$ cat src/rtl/pp_mode_pkg.sv
package pp_mode_pkg;
  localparam logic [7:0] UNLOCK_BYTE = 8'hF7;
  localparam logic [7:0] SIG_FIRST   = 8'hE8;
  localparam logic [7:0] SIG_SECOND  = 8'hFF;
  localparam logic [7:0] SIG_TAIL    = 8'h00;
  localparam int CFG_SEL_BIT   = 6;
  localparam int CFG_RST_BIT   = 0;
  localparam int CFG_UNI_BIT   = 1;
  localparam int CFG_DLY_LSB   = 2;

  typedef enum logic [1:0] {
    ST_IDLE   = 2'd0,
    ST_ARMED  = 2'd1,
    ST_SELHI  = 2'd2,
    ST_BRIDGE = 2'd3
  } mode_state_t;

  function automatic logic [7:0] sig_byte(input logic [1:0] idx);
    case (idx)
      2'd0:    sig_byte = SIG_FIRST;
      2'd1:    sig_byte = SIG_SECOND;
      default: sig_byte = SIG_TAIL;
    endcase
  endfunction
endpackage

$ cat src/rtl/pp_sync.sv
module pp_sync #(
  parameter int W = 1
) (
  input  logic         clk,
  input  logic         rst_n,
  input  logic [W-1:0] d,
  output logic [W-1:0] q
);
  logic [W-1:0] stage1;

  always_ff @(posedge clk or negedge rst_n) begin
    if (!rst_n) begin
      stage1 <= '0;
      q      <= '0;
    end else begin
      stage1 <= d;
      q      <= stage1;
    end
  end
endmodule

$ cat src/rtl/pp_edge.sv
module pp_edge #(
  parameter int W = 1
) (
  input  logic         clk,
  input  logic         rst_n,
  input  logic [W-1:0] d,
  output logic [W-1:0] rise,
  output logic [W-1:0] fall
);
  logic [W-1:0] prev;

  always_ff @(posedge clk or negedge rst_n) begin
    if (!rst_n) prev <= '0;
    else        prev <= d;
  end

  for (genvar i = 0; i < W; i++) begin : g_bit
    assign rise[i] = d[i] & ~prev[i];
    assign fall[i] = ~d[i] & prev[i];
  end
endmodule

$ cat src/rtl/pp_entry_fsm.sv
module pp_entry_fsm
  import pp_mode_pkg::*;
(
  input  logic clk,
  input  logic rst_n,
  input  logic init_s,
  input  logic selin_s,
  input  logic init_rise,
  input  logic selin_rise,
  input  logic selin_fall,
  input  logic data_match,
  input  logic soft_rst,
  output logic bridge
);
  mode_state_t state, state_nx;

  always_comb begin
    state_nx = state;
    case (state)
      ST_IDLE:
        if (init_rise && data_match && !selin_s) state_nx = ST_ARMED;
      ST_ARMED:
        if (!init_s || !data_match) state_nx = ST_IDLE;
        else if (selin_rise)        state_nx = ST_SELHI;
      ST_SELHI:
        if (!init_s || !data_match) state_nx = ST_IDLE;
        else if (selin_fall)        state_nx = ST_BRIDGE;
      ST_BRIDGE:
        if (!init_s) state_nx = ST_IDLE;
      default: state_nx = ST_IDLE;
    endcase
    if (soft_rst) state_nx = ST_IDLE;
  end

  always_ff @(posedge clk or negedge rst_n) begin
    if (!rst_n) state <= ST_IDLE;
    else        state <= state_nx;
  end

  assign bridge = (state == ST_BRIDGE);
endmodule

$ cat src/rtl/pp_cfg_regs.sv
module pp_cfg_regs #(
  parameter int DLY_W = 3
) (
  input  logic             clk,
  input  logic             rst_n,
  input  logic             bridge,
  input  logic             wr_ev,
  input  logic             wr_sel,
  input  logic             wr_rst,
  input  logic             wr_uni,
  input  logic [DLY_W-1:0] wr_dly,
  input  logic             rd_done,
  output logic             soft_rst,
  output logic [1:0]       rd_idx,
  output logic             cfg_unidir,
  output logic [DLY_W-1:0] cfg_delay
);
  localparam logic [1:0] IDX_LAST = 2'd2;

  logic cfg_load;

  assign soft_rst = wr_ev & wr_sel & wr_rst;
  assign cfg_load = wr_ev & wr_sel & ~wr_rst;

  always_ff @(posedge clk or negedge rst_n) begin
    if (!rst_n) begin
      cfg_unidir <= 1'b0;
      cfg_delay  <= '0;
    end else if (soft_rst) begin
      cfg_unidir <= 1'b0;
      cfg_delay  <= '0;
    end else if (cfg_load) begin
      cfg_unidir <= wr_uni;
      cfg_delay  <= wr_dly;
    end
  end

  always_ff @(posedge clk or negedge rst_n) begin
    if (!rst_n)                             rd_idx <= '0;
    else if (soft_rst || !bridge)           rd_idx <= '0;
    else if (rd_done && rd_idx != IDX_LAST) rd_idx <= rd_idx + 2'd1;
  end
endmodule

$ cat src/rtl/pp_mode_detect.sv
module pp_mode_detect
  import pp_mode_pkg::*;
#(
  parameter int DLY_W = 3
) (
  input  logic             clk,
  input  logic             rst_n,
  input  logic [7:0]       host_data,
  input  logic             host_strobe,
  input  logic             host_autofeed,
  input  logic             host_init,
  input  logic             host_selin,
  output logic [7:0]       prn_data,
  output logic             prn_strobe,
  output logic             prn_autofeed,
  output logic             prn_init,
  output logic             prn_selin,
  output logic             bridge_active,
  output logic             rd_drive,
  output logic [7:0]       rd_data,
  output logic             cfg_unidir,
  output logic [DLY_W-1:0] cfg_delay
);
  localparam int CTL_W = 3;

  logic [CTL_W-1:0] ctl_s;
  logic [7:0]       data_s;
  logic [1:0]       rise2, fall2;
  logic             stb_s, init_s, selin_s;
  logic             ev_init_rise, ev_selin_rise, ev_selin_fall;
  logic             ev_wr, ev_rd_done, ev_soft_rst, data_match;
  logic [1:0]       rd_idx;

  pp_sync #(.W(CTL_W)) u_ctl_sync (
    .clk(clk), .rst_n(rst_n),
    .d({host_selin, host_init, host_strobe}), .q(ctl_s)
  );
  pp_sync #(.W(8)) u_data_sync (
    .clk(clk), .rst_n(rst_n), .d(host_data), .q(data_s)
  );

  assign stb_s   = ctl_s[0];
  assign init_s  = ctl_s[1];
  assign selin_s = ctl_s[2];

  pp_edge #(.W(2)) u_edge (
    .clk(clk), .rst_n(rst_n), .d({selin_s, init_s}),
    .rise(rise2), .fall(fall2)
  );

  assign ev_init_rise  = rise2[0];
  assign ev_selin_rise = rise2[1];
  assign ev_selin_fall = fall2[1];
  assign data_match    = (data_s == UNLOCK_BYTE);
  assign ev_wr         = bridge_active & ev_selin_rise & stb_s;
  assign ev_rd_done    = bridge_active & ev_selin_fall & ~stb_s;

  pp_entry_fsm u_fsm (
    .clk(clk), .rst_n(rst_n),
    .init_s(init_s), .selin_s(selin_s),
    .init_rise(ev_init_rise), .selin_rise(ev_selin_rise),
    .selin_fall(ev_selin_fall), .data_match(data_match),
    .soft_rst(ev_soft_rst), .bridge(bridge_active)
  );

  pp_cfg_regs #(.DLY_W(DLY_W)) u_regs (
    .clk(clk), .rst_n(rst_n), .bridge(bridge_active),
    .wr_ev(ev_wr),
    .wr_sel(data_s[CFG_SEL_BIT]),
    .wr_rst(data_s[CFG_RST_BIT]),
    .wr_uni(data_s[CFG_UNI_BIT]),
    .wr_dly(data_s[CFG_DLY_LSB +: DLY_W]),
    .rd_done(ev_rd_done),
    .soft_rst(ev_soft_rst), .rd_idx(rd_idx),
    .cfg_unidir(cfg_unidir), .cfg_delay(cfg_delay)
  );

  assign rd_data  = sig_byte(rd_idx);
  assign rd_drive = bridge_active & selin_s & ~stb_s;

  assign prn_data     = host_data;
  assign prn_init     = host_init;
  assign prn_selin    = host_selin;
  assign prn_strobe   = bridge_active ? 1'b0 : host_strobe;
  assign prn_autofeed = bridge_active ? 1'b0 : host_autofeed;
endmodule

$ cat config.mk
export PLATFORM = sky130hd
export DESIGN_NAME = pp_mode_detect
export DESIGN_NICKNAME = d
export VERILOG_FILES = /design/src/rtl/pp_mode_pkg.sv /design/src/rtl/pp_sync.sv /design/src/rtl/pp_edge.sv /design/src/rtl/pp_entry_fsm.sv /design/src/rtl/pp_cfg_regs.sv /design/src/rtl/pp_mode_detect.sv
export SDC_FILE = /design/constraint.sdc
export NUM_CORES = 1
export LEC_CHECK = 0
export ABC_AREA = 1
export ABC_CLOCK_PERIOD_IN_PS = 2600
export BUFFER_PORTS_ARGS = -buffer_cell sky130_fd_sc_hd__clkbuf_2
export CORE_AREA = 2 2 61 63
export CTS_CLUSTER_SIZE = 24
export DETAILED_ROUTE_END_ITERATION = 8
export DIE_AREA = 0 0 63 65
export GPL_ROUTABILITY_DRIVEN = 0
export SLEW_MARGIN = 10
export SYNTH_ARGS = -nofsm -noshare
export SYNTH_HDL_FRONTEND = slang
export SYNTH_SLANG_ARGS = --single-unit
$ cat constraint.sdc
create_clock -name clk -period 2.6 [get_ports clk]
set_clock_uncertainty 0.1 [all_clocks]
set_input_delay 0.39 -clock clk [delete_from_list [all_inputs] [get_ports clk]]
set_output_delay 0.39 -clock clk [all_outputs]
set_load 0.01 [all_outputs]
==> flow_summary.json, run 1 <==
{
  "status": "finished, final reports clean",
  "synthAdderAreaFrac_pct": 2.83,
  "die_h_um": 65,
  "yosysMostFrequentCell": "dfrtp_1",
  "overflow": 0,
  "rsz0062_at_grt": "false",
  "synth_area_leaders": "dfrtp_1 60%, buf_4 9.0%, nand2_1 6.2%",
  "h-tree-depth": 2,
  "synthXorXnorAreaFrac_pct": 0.660,
  "seq_power_share_pct": 57.6,
  "yosysSeqAreaShare_pct": 60.3,
  "clock_latency_ps": 320,
  "power.share.clock_pct": 31.7,
  "synth-edff-count": 0,
  "vias_per_cell": 4.30,
  "drcViolationCount": 0,
  "p_int_uw": 716,
  "avgSynthCellArea_um2": 10.2,
  "clk_pin_slew_worst_paths_ps": 90,
  "slowest_delay_ps": 390,
  "cts_tree": "built",
  "p_leak_nw": 0.784,
  "r2r-end": "u_fsm.state[0]",
  "synth_ff_type": "dfrtp_1",
  "clock-sinks": 32,
  "synth.cell_area_mm2": 0.00133,
  "postSynthCellCount": 130,
  "postSynth.asyncResetShare_pct": 100,
  "antenna_found_initial": 0,
  "relSlewSlack_pct": 50.9,
  "num_vias": 894,
  "dp_hpwl_um": 1520,
  "drive_gt1_share_pct": 33.8,
  "crit_path_start_kind": "register",
  "synth_compound_area_share_pct": 4.81,
  "initial_core_util_pct": 38.0,
  "required_ps": 2110,
  "synth_simple_gate_area_share_pct": 18.1,
  "power_uw": 950,
  "fin_nets": 177,
  "grt_pass1_vias": 824,
  "ir_drop_uv": 372,
  "crit_arrival_ps": 1460,
  "slowest_stage": "dfrtp_1",
  "drt-total-wl_um": 1980,
  "grt_start_max_net_pins": 33,
  "holdBufCountCts": 0,
  "cp_max_fo": 5,
  "max_freq_mhz": 513,
  "endpoint_kind": "output port",
  "grt_usage_pct": 11.3,
  "crit_buf_inv": 2,
  "crit_type": "reg -> out",
  "reg2regPathDepth": 9,
  "period_minus_slack_ps": 1950,
  "wl_per_cell_um": 9.53,
  "cts_inserted_buffers": 5,
  "ff2ff_setup_slack_ps": 1190,
  "synth.distinct_cells": 22,
  "drtIter0Drc": 24,
  "hold_class": "in -> async",
  "hold_violations": 0,
  "maxCapViolations": 0,
  "switchingPower_uw": 234,
  "dr.pass1.iters": 4,
  "combPwrFrac_pct": 10.6,
  "crit_chain": "inv_1 -> ha_1 -> or2_2 -> clkbuf_2",
  "synthDominantCellAreaShare_pct": 60.3,
  "setup_viol": 0,
  "coreArea_mm2": 0.00350,
  "ys_ff_latch": 32,
  "diodes": 0,
  "synth_nets": 147,
  "reg2reg_from": "u_fsm.state[0]",
  "slew_viol_final": 0,
  "synthTopCellsByCount": "32 x dfrtp_1, 22 x nand2_1, 16 x buf_4",
  "period_share_pct": 75.0,
  "cp_top_family": "flip-flops",
  "ant_nets": 0,
  "synth_area_leader_cell": "dfrtp_1",
  "worst_pin_slew_ps": 736,
  "port-buffer-count": 39,
  "power_density_mw_per_mm2": 622,
  "swShare_pct": 24.6,
  "chipWidth_um": 63,
  "syn_to_final_growth_pct": 15.1,
  "clock_path_buffers": 2,
  "synth.area.mux_share_pct": 0,
  "cts_resized": 0,
  "synth_top_family_by_area": "simple AND/OR/NAND/NOR gates",
  "setup_tns_ps": 0,
  "grt_pass1_wl_um": 3450,
  "ys_warn_count": 0,
  "cts_root_buf": "clkbuf_4",
  "ios": 40,
  "cts_setup_buffers": 0,
  "rows": 22,
  "die-area_mm2": 0.00410
}
## flip-flops by register name (all words and copies together), names as in the netlist
signal,cells
u_ctl_sync.stage1,3
u_fsm.state,2
u_regs.cfg_unidir,1
u_regs.rd_idx,2
u_regs.cfg_delay,3
u_edge.prev,2
u_ctl_sync.q,3
u_data_sync.q,8
u_data_sync.stage1,8
## stage by stage
stage               cells  setup slack (ps)  area (µm²)  util [%]  hold WS [ps]
floorplan             130               957        1330         -         -5.59
global placement      201              1050        1460      41.8           232
detailed placement    201              1000        1460      41.8           235
CTS                   208               621        1530      43.7          30.4
global route          208               525        1530      43.7          49.2
finish                208               649        1530      43.7          20.0
## cells by family after synthesis
family	after synthesis
buf+inv	31
xor+xnor	1
compound gates	11
simple gates	52
flops	32
fa+ha+maj	3
## placed cells by master (no fill, tap or decap), types with 3 or more instances in the layout
cell / Yosys / layout
clkbuf_2: 0 / 39
clkbuf_4: 0 / 5
dfrtp_1: 32 / 32
ha_1: 3 / 3
inv_1: 13 / 13
nand2_1: 22 / 22
nand3_1: 3 / 3
nand4_1: 3 / 3
nor2_1: 15 / 15
o21ai_1: 4 / 4
## per-layer routing
| metal | share of wire, % | GRT usage (%) |
|---|---|---|
| met1 | 39 | 11.6 |
| met4 | 0.61 | 6.11 |
| met5 | 0 | 0 |
| met2 | 52 | 18.9 |
| met3 | 7.9 | 5.73 |
## worst reg2reg max path: stages (launching register included)
cell     delay [ps]
dfrtp_1         450
nand2_2         120
nor2_4          140
nand3_2          80
nand2_2         100
nor2_2           50
nor2_4          120
nand2_1          60
nand2_1          60
nand2_1          50
## power by group through the flow
stage | clock network, mW | registers [mW] | logic [mW]
CTS | 0.316 | 0.547 | 0.103
detailed placement | 0 | 0.558 | 0.103
global route | 0.343 | 0.551 | 0.113
finish | 0.302 | 0.547 | 0.101
floorplan | 0 | 0.552 | 0.0736
global placement | 0 | 0.556 | 0.0971
## worst max-delay path by stage
stage,end,from,slack (ps),cells past startpoint
global route,rd_data[7],u_regs.rd_idx[1],520,4
global placement,rd_data[5],u_regs.rd_idx[0],1050,3
floorplan,rd_data[5],u_regs.rd_idx[0],960,3
finish,rd_data[7],u_regs.rd_idx[1],650,4
CTS,rd_data[6],u_regs.rd_idx[1],620,4
detailed placement,rd_data[6],u_regs.rd_idx[1],1000,4
## final cells by class
class	instances	area [µm²]
Tap cell	48	60.1
Fill cell	352	1970
Multi-Input combinational cell	67	350
Clock buffer	7	65.1
Inverter	15	56.3
Sequential cell	32	801
Timing Repair Buffer	39	195
(Power assumes the default switching activity.)
==> inputs of run 2 (changes only) <==
--- a/config.mk
+++ b/config.mk
@@ -5,14 +5,15 @@
 export SDC_FILE = /design/constraint.sdc
 export NUM_CORES = 1
 export LEC_CHECK = 0
-export ABC_AREA = 1
-export ABC_CLOCK_PERIOD_IN_PS = 2600
+export ABC_AREA = 0
+export ABC_CLOCK_PERIOD_IN_PS = 1700
 export BUFFER_PORTS_ARGS = -buffer_cell sky130_fd_sc_hd__clkbuf_2
-export CORE_AREA = 2 2 61 63
+export CORE_AREA = 2 2 59 61
 export CTS_CLUSTER_SIZE = 24
 export DETAILED_ROUTE_END_ITERATION = 8
-export DIE_AREA = 0 0 63 65
+export DIE_AREA = 0 0 61 63
 export GPL_ROUTABILITY_DRIVEN = 0
+export PLACE_DENSITY = 0.66
 export SLEW_MARGIN = 10
 export SYNTH_ARGS = -nofsm -noshare
 export SYNTH_HDL_FRONTEND = slang
==> constraint.sdc (replaced) <==
create_clock -name clk -period 1.7 [get_ports clk]
set_clock_uncertainty 0.1 [all_clocks]
set_input_delay 0.255 -clock clk [delete_from_list [all_inputs] [get_ports clk]]
set_output_delay 0.255 -clock clk [all_outputs]
set_load 0.01 [all_outputs]
==> run 2 against run 1 <==
Against the previous run:
- die area decreased by 6.2%
- area after synthesis decreased by 7.4%
- critical path depth decreased by 1
- sequential cell count unchanged
- first-iteration DRC count decreased by 42%
- cell area increased by 4.9%
- worst hold slack improved by 210 ps
- clock power increased by 53%
==> flow_summary.json, run 2 <==
{
  "clock_latency_ps": 330,
  "grt_usage_pct": 13.8,
  "endpoint_kind": "output port",
  "rows": 21,
  "port-buffer-count": 39,
  "h-tree-depth": 2,
  "reg2reg_from": "u_regs.rd_idx[0]",
  "antenna_found_initial": 0,
  "setup_viol": 0,
  "syn_to_final_growth_pct": 30.3,
  "status": "finished, final reports clean",
  "required_ps": 1340,
  "avgSynthCellArea_um2": 13.1,
  "r2r-end": "u_regs.rd_idx[1]",
  "yosysSeqAreaShare_pct": 65.1,
  "synthDominantCellAreaShare_pct": 65.1,
  "postSynth.asyncResetShare_pct": 100,
  "hold_class": "reg -> reg",
  "final_common_cell": "clkbuf_2",
  "grt_pass1_vias": 919,
  "drtIter0Drc": 14,
  "synth_area_leader_cell": "dfrtp_1",
  "fin_nets": 157,
  "cts_tree": "built",
  "max_freq_mhz": 589,
  "synth_compound_area_share_pct": 6.10,
  "synth_area_leaders": "dfrtp_1 65%, buf_4 9.8%, o21ai_0 4.5%",
  "grt_pass1_wl_um": 3830,
  "synth-edff-count": 0,
  "power_mw": 1.36,
  "cts_root_buf": "clkbuf_4",
  "ys_warn_count": 0,
  "synth_ff_type": "dfrtp_1",
  "pre_cts_ws_ps": 208,
  "setup_tns_ps": 0,
  "cts_inserted_buffers": 5,
  "slew_viol_final": 0,
  "postSynthCellCount": 94,
  "dp_hpwl_um": 1470,
  "ir_drop_uv": 590,
  "rsz0062_at_grt": "true",
  "chipWidth_um": 61,
  "vias_per_cell": 4.45,
  "dr.pass1.iters": 4,
  "reg2regPathDepth": 6,
  "top_layer": "met4",
  "drt-met1-wl_um": 787,
  "ios": 40,
  "die_h_um": 63,
  "drt-total-wl_um": 2150,
  "period_minus_slack_ps": 1700,
  "worst_pin_slew_ps": 750,
  "synthXorXnorAreaFrac_pct": 0.712,
  "overflow": 0,
  "ant_nets": 0,
  "period_share_pct": 99.9,
  "initial_core_util_pct": 38.1,
  "grt_start_max_net_pins": 33,
  "synthTopCellsByCount": "32 x dfrtp_1, 16 x buf_4, 11 x o21ai_0",
  "synth.cell_area_mm2": 0.00123,
  "utilization_pct": 49.6,
  "synth.distinct_cells": 26,
  "clock_path_buffers": 2,
  "maxCapViolations": 0,
  "min_from": "u_data_sync.stage1[2]",
  "holdPathEnd": "u_data_sync.q[2]",
  "p_leak_nw": 0.779,
  "wl_per_cell_um": 11.6,
  "hold_violations": 0,
  "crit_type": "reg -> out",
  "largestRegisters": "u_data_sync.q x8, u_data_sync.stage1 x8",
  "die-area_mm2": 0.00384,
  "setup_slack_ps": 0.978,
  "power_density_mw_per_mm2": 848,
  "cp_max_fo": 5,
  "synth_top_family_by_area": "simple AND/OR/NAND/NOR gates",
  "synth_nets": 111,
  "clock-sinks": 32,
  "final_cell_mix": "39 x clkbuf_2, 32 x dfrtp_1, 12 x dlygate4sd3_1, 11 x o21ai_0, 5 x clkbuf_4",
  "met2_length_um": 1160,
  "coreArea_mm2": 0.00323,
  "crit_path_start_kind": "register",
  "crit_arrival_ps": 1340,
  "synth_simple_gate_area_share_pct": 13.2,
  "synthAdderAreaFrac_pct": 3.05,
  "wl_met3_um": 146,
  "whs_path_depth": 0,
  "synth.area.mux_share_pct": 0.814,
  "drive_gt1_share_pct": 43.6,
  "drcViolationCount": 0,
  "ff2ff_setup_slack_ps": 140,
  "yosysMostFrequentCell": "dfrtp_1",
  "num_vias": 827,
  "clk_pin_slew_worst_paths_ps": 100,
  "ys_ff_latch": 32,
  "relSlewSlack_pct": 50.0,
  "diodes": 0
}
[run 2: worst max-delay path by stage]
stage	cells past startpoint	slack (ps)	start	to
floorplan	3	190	u_regs.rd_idx[0]	rd_data[5]
global placement	3	290	u_regs.rd_idx[0]	rd_data[5]
detailed placement	4	210	u_regs.rd_idx[1]	rd_data[3]
CTS	3	-4	u_regs.rd_idx[0]	rd_data[3]
global route	4	-70	u_regs.rd_idx[0]	rd_data[7]
finish	3	1	u_regs.rd_idx[0]	rd_data[3]
[run 2: layout make-up]
| type | count | area [µm²] |
|---|---|---|
| inverter | 4 | 15.0 |
| fill | 302 | 1630 |
| timing repair buffer | 55 | 345 |
| sequential | 32 | 801 |
| clock buffer | 7 | 65.1 |
| tap | 46 | 57.6 |
| multi-input combinational | 42 | 319 |
[run 2: repair_timing]
item                       in CTS  in global routing
setup buffers                   3                  1
pin swaps                       3                  0
gates resized for setup         6                  2
setup endpoints to repair       4                  6
hold endpoints to repair       43                  0
hold buffers                   12                  0
[run 2: metrics by stage]
| stage | area, µm² | std cells | hold slack [ps] |
|---|---|---|---|
| finish | 1600 | 186 | 235 |
| global route | 1600 | 186 | 257 |
| CTS | 1590 | 185 | 244 |
| detailed placement | 1360 | 163 | 235 |
| global placement | 1360 | 163 | 234 |
| floorplan | 1230 | 94 | -141 |
[run 2: kinds of logic after synthesis]
group / Yosys count
DFF: 32
and+or+nand+nor: 23
buffers and inverters: 20
AOI/OAI and AO/OA: 14
adders and majority gates: 3
xor gates and xnor gates: 1
muxes: 1
[run 2: critical path: stages (launching register included)]
cell	delay, ps
dfrtp_1	440
ha_4	190
or2_4	250
clkbuf_2	130
[run 2: where the power goes]
group          internal [mW]  total, mW  switching (mW)
combinational         0.0485     0.0919          0.0434
clock                  0.234      0.463           0.228
sequential             0.789      0.805          0.0163
total                   1.07       1.36           0.288
[run 2: metal layers]
layer | GRT usage (%) | vias to the layer above
met1 | 13.9 | 393
met3 | 4.14 | 8
met5 | 0 | -
met4 | 8.42 | 0
met2 | 23.8 | 38
li1 | - | 388
